<file path="src/rtl/rrs_pkg.sv">
package rrs_pkg;

    localparam int unsigned RRS_REGS   = 16;
    localparam int unsigned RRS_DATA_W = 64;
    localparam int unsigned RRS_TAG_W  = 4;

    // Per-register entry state
    typedef enum logic {
        ENT_READY = 1'b0,
        ENT_WAIT  = 1'b1
    } ent_state_e;

endpackage

</file>
<file path="src/rtl/rrs_entry.sv">
module rrs_entry
    import rrs_pkg::*;
#(
    parameter int unsigned DATA_W = RRS_DATA_W,
    parameter int unsigned TAG_W  = RRS_TAG_W
) (
    input  logic              clk,
    input  logic              rst_n,
    input  logic              ren_hit,
    input  logic [TAG_W-1:0]  ren_tag,
    input  logic              bc_valid,
    input  logic [TAG_W-1:0]  bc_tag,
    input  logic [DATA_W-1:0] bc_data,
    output logic              is_wait,
    output logic              fwd_hit,
    output logic [TAG_W-1:0]  tag_o,
    output logic [DATA_W-1:0] val_o
);

    ent_state_e        st_q, st_d;
    logic [TAG_W-1:0]  tag_q, tag_d;
    logic [DATA_W-1:0] val_q, val_d;
    logic              match;

    assign match = (st_q == ENT_WAIT) && bc_valid && (bc_tag == tag_q);

    // Next-state logic: a rename always wins the status field
    always_comb begin
        st_d  = st_q;
        tag_d = tag_q;
        val_d = val_q;
        if (match) begin
            val_d = bc_data;
        end
        unique case (st_q)
            ENT_READY: begin
                if (ren_hit) begin
                    st_d  = ENT_WAIT;
                    tag_d = ren_tag;
                end
            end
            ENT_WAIT: begin
                if (ren_hit) begin
                    st_d  = ENT_WAIT;
                    tag_d = ren_tag;
                end else if (match) begin
                    st_d  = ENT_READY;
                    tag_d = '0;
                end
            end
            default: begin
                st_d  = ENT_READY;
                tag_d = '0;
            end
        endcase
    end

    // State register
    always_ff @(posedge clk) begin
        if (!rst_n) begin
            st_q  <= ENT_READY;
            tag_q <= '0;
            val_q <= '0;
        end else begin
            st_q  <= st_d;
            tag_q <= tag_d;
            val_q <= val_d;
        end
    end

    // Outputs
    always_comb begin
        is_wait = (st_q == ENT_WAIT);
        fwd_hit = match;
        tag_o   = tag_q;
        val_o   = val_q;
    end


    ren_wait_chk: assert property (@(posedge clk) disable iff (!rst_n)
        ren_hit |=> (st_q == ENT_WAIT && tag_q == $past(ren_tag)));


    match_done_chk: assert property (@(posedge clk) disable iff (!rst_n)
        (fwd_hit && !ren_hit) |=> (st_q == ENT_READY && tag_q == '0 && val_q == $past(bc_data)));


    miss_hold_chk: assert property (@(posedge clk) disable iff (!rst_n)
        (st_q == ENT_WAIT && !fwd_hit && !ren_hit) |=> (st_q == ENT_WAIT && $stable(tag_q)));


    idle_hold_chk: assert property (@(posedge clk) disable iff (!rst_n)
        (st_q == ENT_READY && !ren_hit) |=> (st_q == ENT_READY && $stable(val_q)));

endmodule

</file>
<file path="src/rtl/rrs_read_port.sv">
module rrs_read_port #(
    parameter int unsigned NUM_REGS = 16,
    parameter int unsigned DATA_W   = 64,
    parameter int unsigned TAG_W    = 4,
    localparam int unsigned IDX_W   = $clog2(NUM_REGS)
) (
    input  logic                             clk,
    input  logic                             rst_n,
    input  logic [IDX_W-1:0]                 idx,
    input  logic [NUM_REGS-1:0]              wait_vec,
    input  logic [NUM_REGS-1:0]              fwd_vec,
    input  logic [NUM_REGS-1:0][TAG_W-1:0]   tag_arr,
    input  logic [NUM_REGS-1:0][DATA_W-1:0]  val_arr,
    input  logic [DATA_W-1:0]                bc_data,
    output logic                             rdy,
    output logic [TAG_W-1:0]                 tag,
    output logic [DATA_W-1:0]                data
);

    // Ready value, same-cycle bypass, or producer tag
    always_comb begin
        rdy  = 1'b1;
        tag  = '0;
        data = val_arr[idx];
        if (wait_vec[idx]) begin
            if (fwd_vec[idx]) begin
                data = bc_data;
            end else begin
                rdy  = 1'b0;
                tag  = tag_arr[idx];
                data = '0;
            end
        end
    end


    bypass_chk: assert property (@(posedge clk) disable iff (!rst_n)
        fwd_vec[idx] |-> (rdy && data == bc_data));

endmodule

</file>
<file path="src/rtl/rrs_table.sv">
module rrs_table
    import rrs_pkg::*;
#(
    parameter int unsigned NUM_REGS = RRS_REGS,
    parameter int unsigned DATA_W   = RRS_DATA_W,
    parameter int unsigned TAG_W    = RRS_TAG_W,
    localparam int unsigned IDX_W   = $clog2(NUM_REGS),
    localparam int unsigned NUM_RD  = 2
) (
    input  logic              clk,
    input  logic              rst_n,
    input  logic              iss_valid,
    input  logic [IDX_W-1:0]  iss_dst,
    input  logic [TAG_W-1:0]  iss_tag,
    input  logic [IDX_W-1:0]  src_a_idx,
    input  logic [IDX_W-1:0]  src_b_idx,
    input  logic              res_valid,
    input  logic [TAG_W-1:0]  res_tag,
    input  logic [DATA_W-1:0] res_data,
    output logic              src_a_ready,
    output logic [TAG_W-1:0]  src_a_tag,
    output logic [DATA_W-1:0] src_a_data,
    output logic              src_b_ready,
    output logic [TAG_W-1:0]  src_b_tag,
    output logic [DATA_W-1:0] src_b_data
);

    logic [NUM_REGS-1:0]             wait_vec;
    logic [NUM_REGS-1:0]             fwd_vec;
    logic [NUM_REGS-1:0][TAG_W-1:0]  tag_arr;
    logic [NUM_REGS-1:0][DATA_W-1:0] val_arr;

    logic [NUM_RD-1:0][IDX_W-1:0]    rd_idx;
    logic [NUM_RD-1:0]               rd_rdy;
    logic [NUM_RD-1:0][TAG_W-1:0]    rd_tag;
    logic [NUM_RD-1:0][DATA_W-1:0]   rd_data;

    genvar g;
    generate
        for (g = 0; g < NUM_REGS; g++) begin : g_ent
            logic hit;
            assign hit = iss_valid && (iss_dst == IDX_W'(g));
            rrs_entry #(
                .DATA_W (DATA_W),
                .TAG_W  (TAG_W)
            ) u_ent (
                .clk      (clk),
                .rst_n    (rst_n),
                .ren_hit  (hit),
                .ren_tag  (iss_tag),
                .bc_valid (res_valid),
                .bc_tag   (res_tag),
                .bc_data  (res_data),
                .is_wait  (wait_vec[g]),
                .fwd_hit  (fwd_vec[g]),
                .tag_o    (tag_arr[g]),
                .val_o    (val_arr[g])
            );
        end

        for (g = 0; g < NUM_RD; g++) begin : g_rd
            rrs_read_port #(
                .NUM_REGS (NUM_REGS),
                .DATA_W   (DATA_W),
                .TAG_W    (TAG_W)
            ) u_rd (
                .clk      (clk),
                .rst_n    (rst_n),
                .idx      (rd_idx[g]),
                .wait_vec (wait_vec),
                .fwd_vec  (fwd_vec),
                .tag_arr  (tag_arr),
                .val_arr  (val_arr),
                .bc_data  (res_data),
                .rdy      (rd_rdy[g]),
                .tag      (rd_tag[g]),
                .data     (rd_data[g])
            );
        end
    endgenerate

    assign rd_idx[0]   = src_a_idx;
    assign rd_idx[1]   = src_b_idx;
    assign src_a_ready = rd_rdy[0];
    assign src_a_tag   = rd_tag[0];
    assign src_a_data  = rd_data[0];
    assign src_b_ready = rd_rdy[1];
    assign src_b_tag   = rd_tag[1];
    assign src_b_data  = rd_data[1];


    iss_tag_nz_chk: assert property (@(posedge clk) disable iff (!rst_n)
        iss_valid |-> (iss_tag != '0));


    port_agree_chk: assert property (@(posedge clk) disable iff (!rst_n)
        (src_a_idx == src_b_idx) |-> (src_a_ready == src_b_ready && src_a_tag == src_b_tag
                                      && src_a_data == src_b_data));

endmodule

</file>
<file path="config.mk">
export PLATFORM = sky130hd
export DESIGN_NAME = rrs_table
export DESIGN_NICKNAME = d
export VERILOG_FILES = /design/src/rtl/rrs_pkg.sv /design/src/rtl/rrs_entry.sv /design/src/rtl/rrs_read_port.sv /design/src/rtl/rrs_table.sv
export SDC_FILE = /design/constraint.sdc
export NUM_CORES = 2
export LEC_CHECK = 0
export BUFFER_PORTS_ARGS = -buffer_cell sky130_fd_sc_hd__buf_4
export CAP_MARGIN = 10
export CORE_AREA = 3 3 426 302
export DETAILED_ROUTE_END_ITERATION = 8
export DIE_AREA = 0 0 429 305
export PLACE_DENSITY_LB_ADDON = 0.15
export REMOVE_ABC_BUFFERS = 1
export SLEW_MARGIN = 20
export SYNTH_ARGS = -nofsm -noshare
export SYNTH_HDL_FRONTEND = slang
export SYNTH_SLANG_ARGS = --single-unit
</file>
<file path="constraint.sdc">
create_clock -name clk -period 4.87 [get_ports clk]
set_input_delay 0.974 -clock clk [delete_from_list [all_inputs] [get_ports clk]]
set_output_delay 0.974 -clock clk [all_outputs]
set_load 0.01 [all_outputs]
</file>
==> run metrics <==
total core area=~130,000 um2; # H-tree levels=3; highest layer used for signal routing=met5; complex-gate fraction of the synthesized area=0.1640; antenna violations before repair=3; number of endpoints failing setup at the final stage=0; CP arrival=about 3.7 ns; post-layout minimum cycle time=around 4.7 ns; synthesized-area fraction occupied by xor and xnor cells=0.006307; post-route clock skew=0.03261 ns; CTS tree=yes; cell area after synthesis=59,710 um2; placed wire-length estimate=about 120 mm; number of flops mapped to enable cells by yosys=0; post-layout instance count excluding filler cells=7,741; largest family of logic cells by synthesized area=multiplexers; Clock Tree Buf Depth=3; RSZ-0062 raised after global routing=no; y dimension of the die=approximately 300 um; count of state elements after synthesis=1,104; met2 wire length=between 90 and 100 mm; Leak Pwr=between 20 and 25 nW; sequential area share after synthesis=0.3701; GRT Total Usage=0.3315; clk sink count=approximately 1,100; 1st-iter DRT viols=5,690; sum of routed wire length over all layers=around 220 mm; vias in the first global route=about 48,000; Final nets=6,076; vias per std cell=6.380; number of inserted filler cells in the final layout=approximately 11,000; max-capacitance violation count=0; average cell area after synthesis=around 9.7 um2; CP endpoint kind=output pin; Synth async-reset ratio=0; crit start category=input port; Starting Density=0.4764; proportion of layout cells with a drive suffix above 1=0.2163; Crit path required time=3.90 ns; overflow left after global routing=0; clock root cell=sky130_fd_sc_hd__clkbuf_16; count of synthesis-stage warnings from yosys=0; Cells after Synth=between 6,000 and 7,000; power density over the cells=roughly 300 nW/um2; DRC viols=0; Period Utilization, post-route=0.9640; run status=finished clean; fraction of the mapped netlist area in simple logic gates=0.1539; slew at the pin closest to its max-slew limit=1.224 ns; area enclosed by the die boundary=~130,000 um2; Slew headroom=0.1840; least setup slack across all paths after layout=0.1751 ns; cell occurring most often along the worst timing path=sky130_fd_sc_hd__buf_4; Hold Vio Cnt, Final=0; Crit Path Class=input port to output pin; classification of the worst-slack hold path=register to register; maximum clock frequency=213.0 MHz; crit-path max FO=21; number of gates given a new drive strength after cts=0; num rows=109; series of cell instances along the critical path=buf_4 > inv_1 > a2111o_1 > o211ai_1 > o21ai_1 > or4_4 > a31oi_4 > buf_12 > clkbuf_16 > a22o_1 > buf_4; global-route wire length before repair=approximately 330 mm; first-pass detailed-route iteration total=5; slowest library cell on the worst path=sky130_fd_sc_hd__or4_4; mux contribution to synthesized area=0.2606; delay contributed by the slowest stage of the critical path=0.53 ns; Clk Latency, worst-skew pair=~0.73 ns; Synth cell types=just under 60; Slew Limit Fails=0; wire length per cell after detailed routing=28.62 um; DR WL met3=20.37 mm; number of CTS-inserted buffers=about 110; count of placed standard cells including taps=7,539; width of the die=around 430 um; Buffers on Ports=225; synth-to-layout area growth=11.89%; Detail Route Antenna Nets=0; detailed-routing wirelength on met1=between 90 and 100 mm; Routability Congestion=~0.92; Primary FF master, synth=sky130_fd_sc_hd__dfxtp_1; Clock transition at path regs=~0.060 ns; maximum VDD drop=0.0002954 V; vias after detailed routing=a little under 50,000; worst setup slack after placement=0.1784 ns; total inserted antenna cells=0; multi-input logic area=approximately 35,000 um2; number of I/O pins=between 200 and 250; largest net degree at the start of global routing=roughly 140; share of synthesized cell area in full adder, half adder and majority cells=0; sequential standard cell area=approximately 22,000 um2; Design Power=0.01973 W
cell usage in the layout, fill, tap and decap left out, types with 4 or more instances in the layout:
cell,count
sky130_fd_sc_hd__a21oi_1,22
sky130_fd_sc_hd__xor2_1,24
sky130_fd_sc_hd__nor2_4,4
sky130_fd_sc_hd__xnor2_1,19
sky130_fd_sc_hd__nand2b_1,14
sky130_fd_sc_hd__clkbuf_16,114
sky130_fd_sc_hd__nor2b_1,27
sky130_fd_sc_hd__buf_12,48
sky130_fd_sc_hd__inv_1,9
sky130_fd_sc_hd__nor2_1,19
sky130_fd_sc_hd__a32o_1,64
sky130_fd_sc_hd__buf_4,346
sky130_fd_sc_hd__and4_4,6
sky130_fd_sc_hd__a22o_1,64
sky130_fd_sc_hd__a21boi_0,1088
sky130_fd_sc_hd__inv_6,4
sky130_fd_sc_hd__nor3_1,19
sky130_fd_sc_hd__or2_4,4
sky130_fd_sc_hd__clkinv_2,27
sky130_fd_sc_hd__mux4_2,690
sky130_fd_sc_hd__nand2_1,2140
sky130_fd_sc_hd__clkbuf_1,17
sky130_fd_sc_hd__clkinvlp_4,4
sky130_fd_sc_hd__dfxtp_1,1104
sky130_fd_sc_hd__nand3_1,78
sky130_fd_sc_hd__nand4_1,9
sky130_fd_sc_hd__buf_8,5
sky130_fd_sc_hd__clkbuf_8,20
sky130_fd_sc_hd__bufinv_16,15
where the power goes:
part           switching, W  internal [W]
Clock               0.00385       0.00528
Combinational      0.000937      0.000597
Sequential        0.0000219       0.00904
repair_timing:
item                                    4_1_cts  5_1_grt
setup buffers                                 0        1
endpoints found under the hold margin         0        0
endpoints found under the setup margin        0        9
hold buffers                                  0        0
flip-flops by register name, indices dropped and copies added (netlist names):
signal,flops
g_ent.u_ent.is_wait,16
g_ent.u_ent.tag_o,64
g_ent.u_ent.val_o,1024
final timing paths:
| kind | from | endpoint | slack [ns] | cells past startpoint |
|---|---|---|---|---|
| setup / recovery | res_tag[2] | src_b_data[26] | 0.18 | 11 |
| hold / removal | g_ent[15].u_ent.val_o[29]$_SDFFE_PN0N_ | g_ent[15].u_ent.val_o[29]$_SDFFE_PN0N_ | 0.47 | 2 |
| setup reg to reg | g_ent[13].u_ent.tag_o[3]$_SDFFE_PN0P_ | g_ent[13].u_ent.val_o[5]$_SDFFE_PN0N_ | 1.72 | 7 |
| hold reg to reg | g_ent[15].u_ent.val_o[29]$_SDFFE_PN0N_ | g_ent[15].u_ent.val_o[29]$_SDFFE_PN0N_ | 0.47 | 2 |
cells by family (layout without fill, tap and decap cells):
group,Yosys count,after routing
compound gates,1274,1274
flops,1104,1104
simple gates,2348,2348
xor+xnor,43,43
mux,692,692
buf+inv,705,615
layout make-up:
type | count | share of cell area
clock buffer | 148 | 0.04682
clock inverter | 51 | 0.009981
inverter | 12 | 0.0007865
multi-input combinational | 4357 | 0.5248
sequential | 1104 | 0.3308
tap | 1665 | 0.03118
timing repair buffer | 404 | 0.05567
stage by stage:
stage                     TNS (ns)  instance area [um2]    util  hold slack [ns]
after CTS                        0                66750  0.5325           0.4755
final                            0                66820  0.5331           0.4730
after floorplan            -564.84                57060       -           0.4476
after global routing             0                66820  0.5331           0.4929
after global placement           0                62950  0.5023           0.4560
after detailed placement         0                62950  0.5023           0.4657
critical path, delay by kind of cell:
family,cells,cell delay (ns)
buffers and inverters,5,0.92
AO/OA/AOI/OAI,5,1.27
AND/OR/NAND/NOR,1,0.53
per-layer routing:
metal | global-route usage | up-vias
met5 | 0 | -
met4 | 0.1132 | 2
met2 | 0.5160 | 2539
li1 | - | 21447
met1 | 0.4688 | 24930
met3 | 0.05782 | 466
synth_stat cells (3+ instances only):
master | number | area (um2)
sky130_fd_sc_hd__inv_2 | 3 | 11.26
sky130_fd_sc_hd__and4_1 | 6 | 52.55
sky130_fd_sc_hd__o211ai_1 | 3 | 22.52
sky130_fd_sc_hd__nand2b_1 | 14 | 87.58
sky130_fd_sc_hd__nor4_1 | 3 | 18.77
sky130_fd_sc_hd__a21boi_0 | 1088 | 8168
sky130_fd_sc_hd__xnor2_1 | 19 | 166.4
sky130_fd_sc_hd__nand3_1 | 78 | 390.4
sky130_fd_sc_hd__nand2_1 | 2142 | 8040
sky130_fd_sc_hd__nor3_1 | 21 | 105.1
sky130_fd_sc_hd__or4_1 | 4 | 30.03
sky130_fd_sc_hd__dfxtp_1 | 1104 | 22100
sky130_fd_sc_hd__xor2_1 | 24 | 210.2
sky130_fd_sc_hd__or2_2 | 6 | 37.54
sky130_fd_sc_hd__buf_1 | 125 | 469.2
sky130_fd_sc_hd__a22o_1 | 64 | 560.5
sky130_fd_sc_hd__inv_1 | 9 | 33.78
sky130_fd_sc_hd__or3_1 | 4 | 25.02
sky130_fd_sc_hd__nor2b_1 | 27 | 168.9
sky130_fd_sc_hd__a32o_1 | 64 | 640.6
sky130_fd_sc_hd__clkbuf_1 | 535 | 2008
sky130_fd_sc_hd__a21oi_1 | 22 | 110.1
sky130_fd_sc_hd__nor2_1 | 23 | 86.33
sky130_fd_sc_hd__buf_2 | 29 | 145.1
sky130_fd_sc_hd__mux4_2 | 690 | 15540
sky130_fd_sc_hd__a2111o_1 | 3 | 33.78
sky130_fd_sc_hd__buf_4 | 4 | 30.03
sky130_fd_sc_hd__a211oi_1 | 3 | 22.52
sky130_fd_sc_hd__nand4_1 | 9 | 56.30
(Power assumes the default switching activity.)
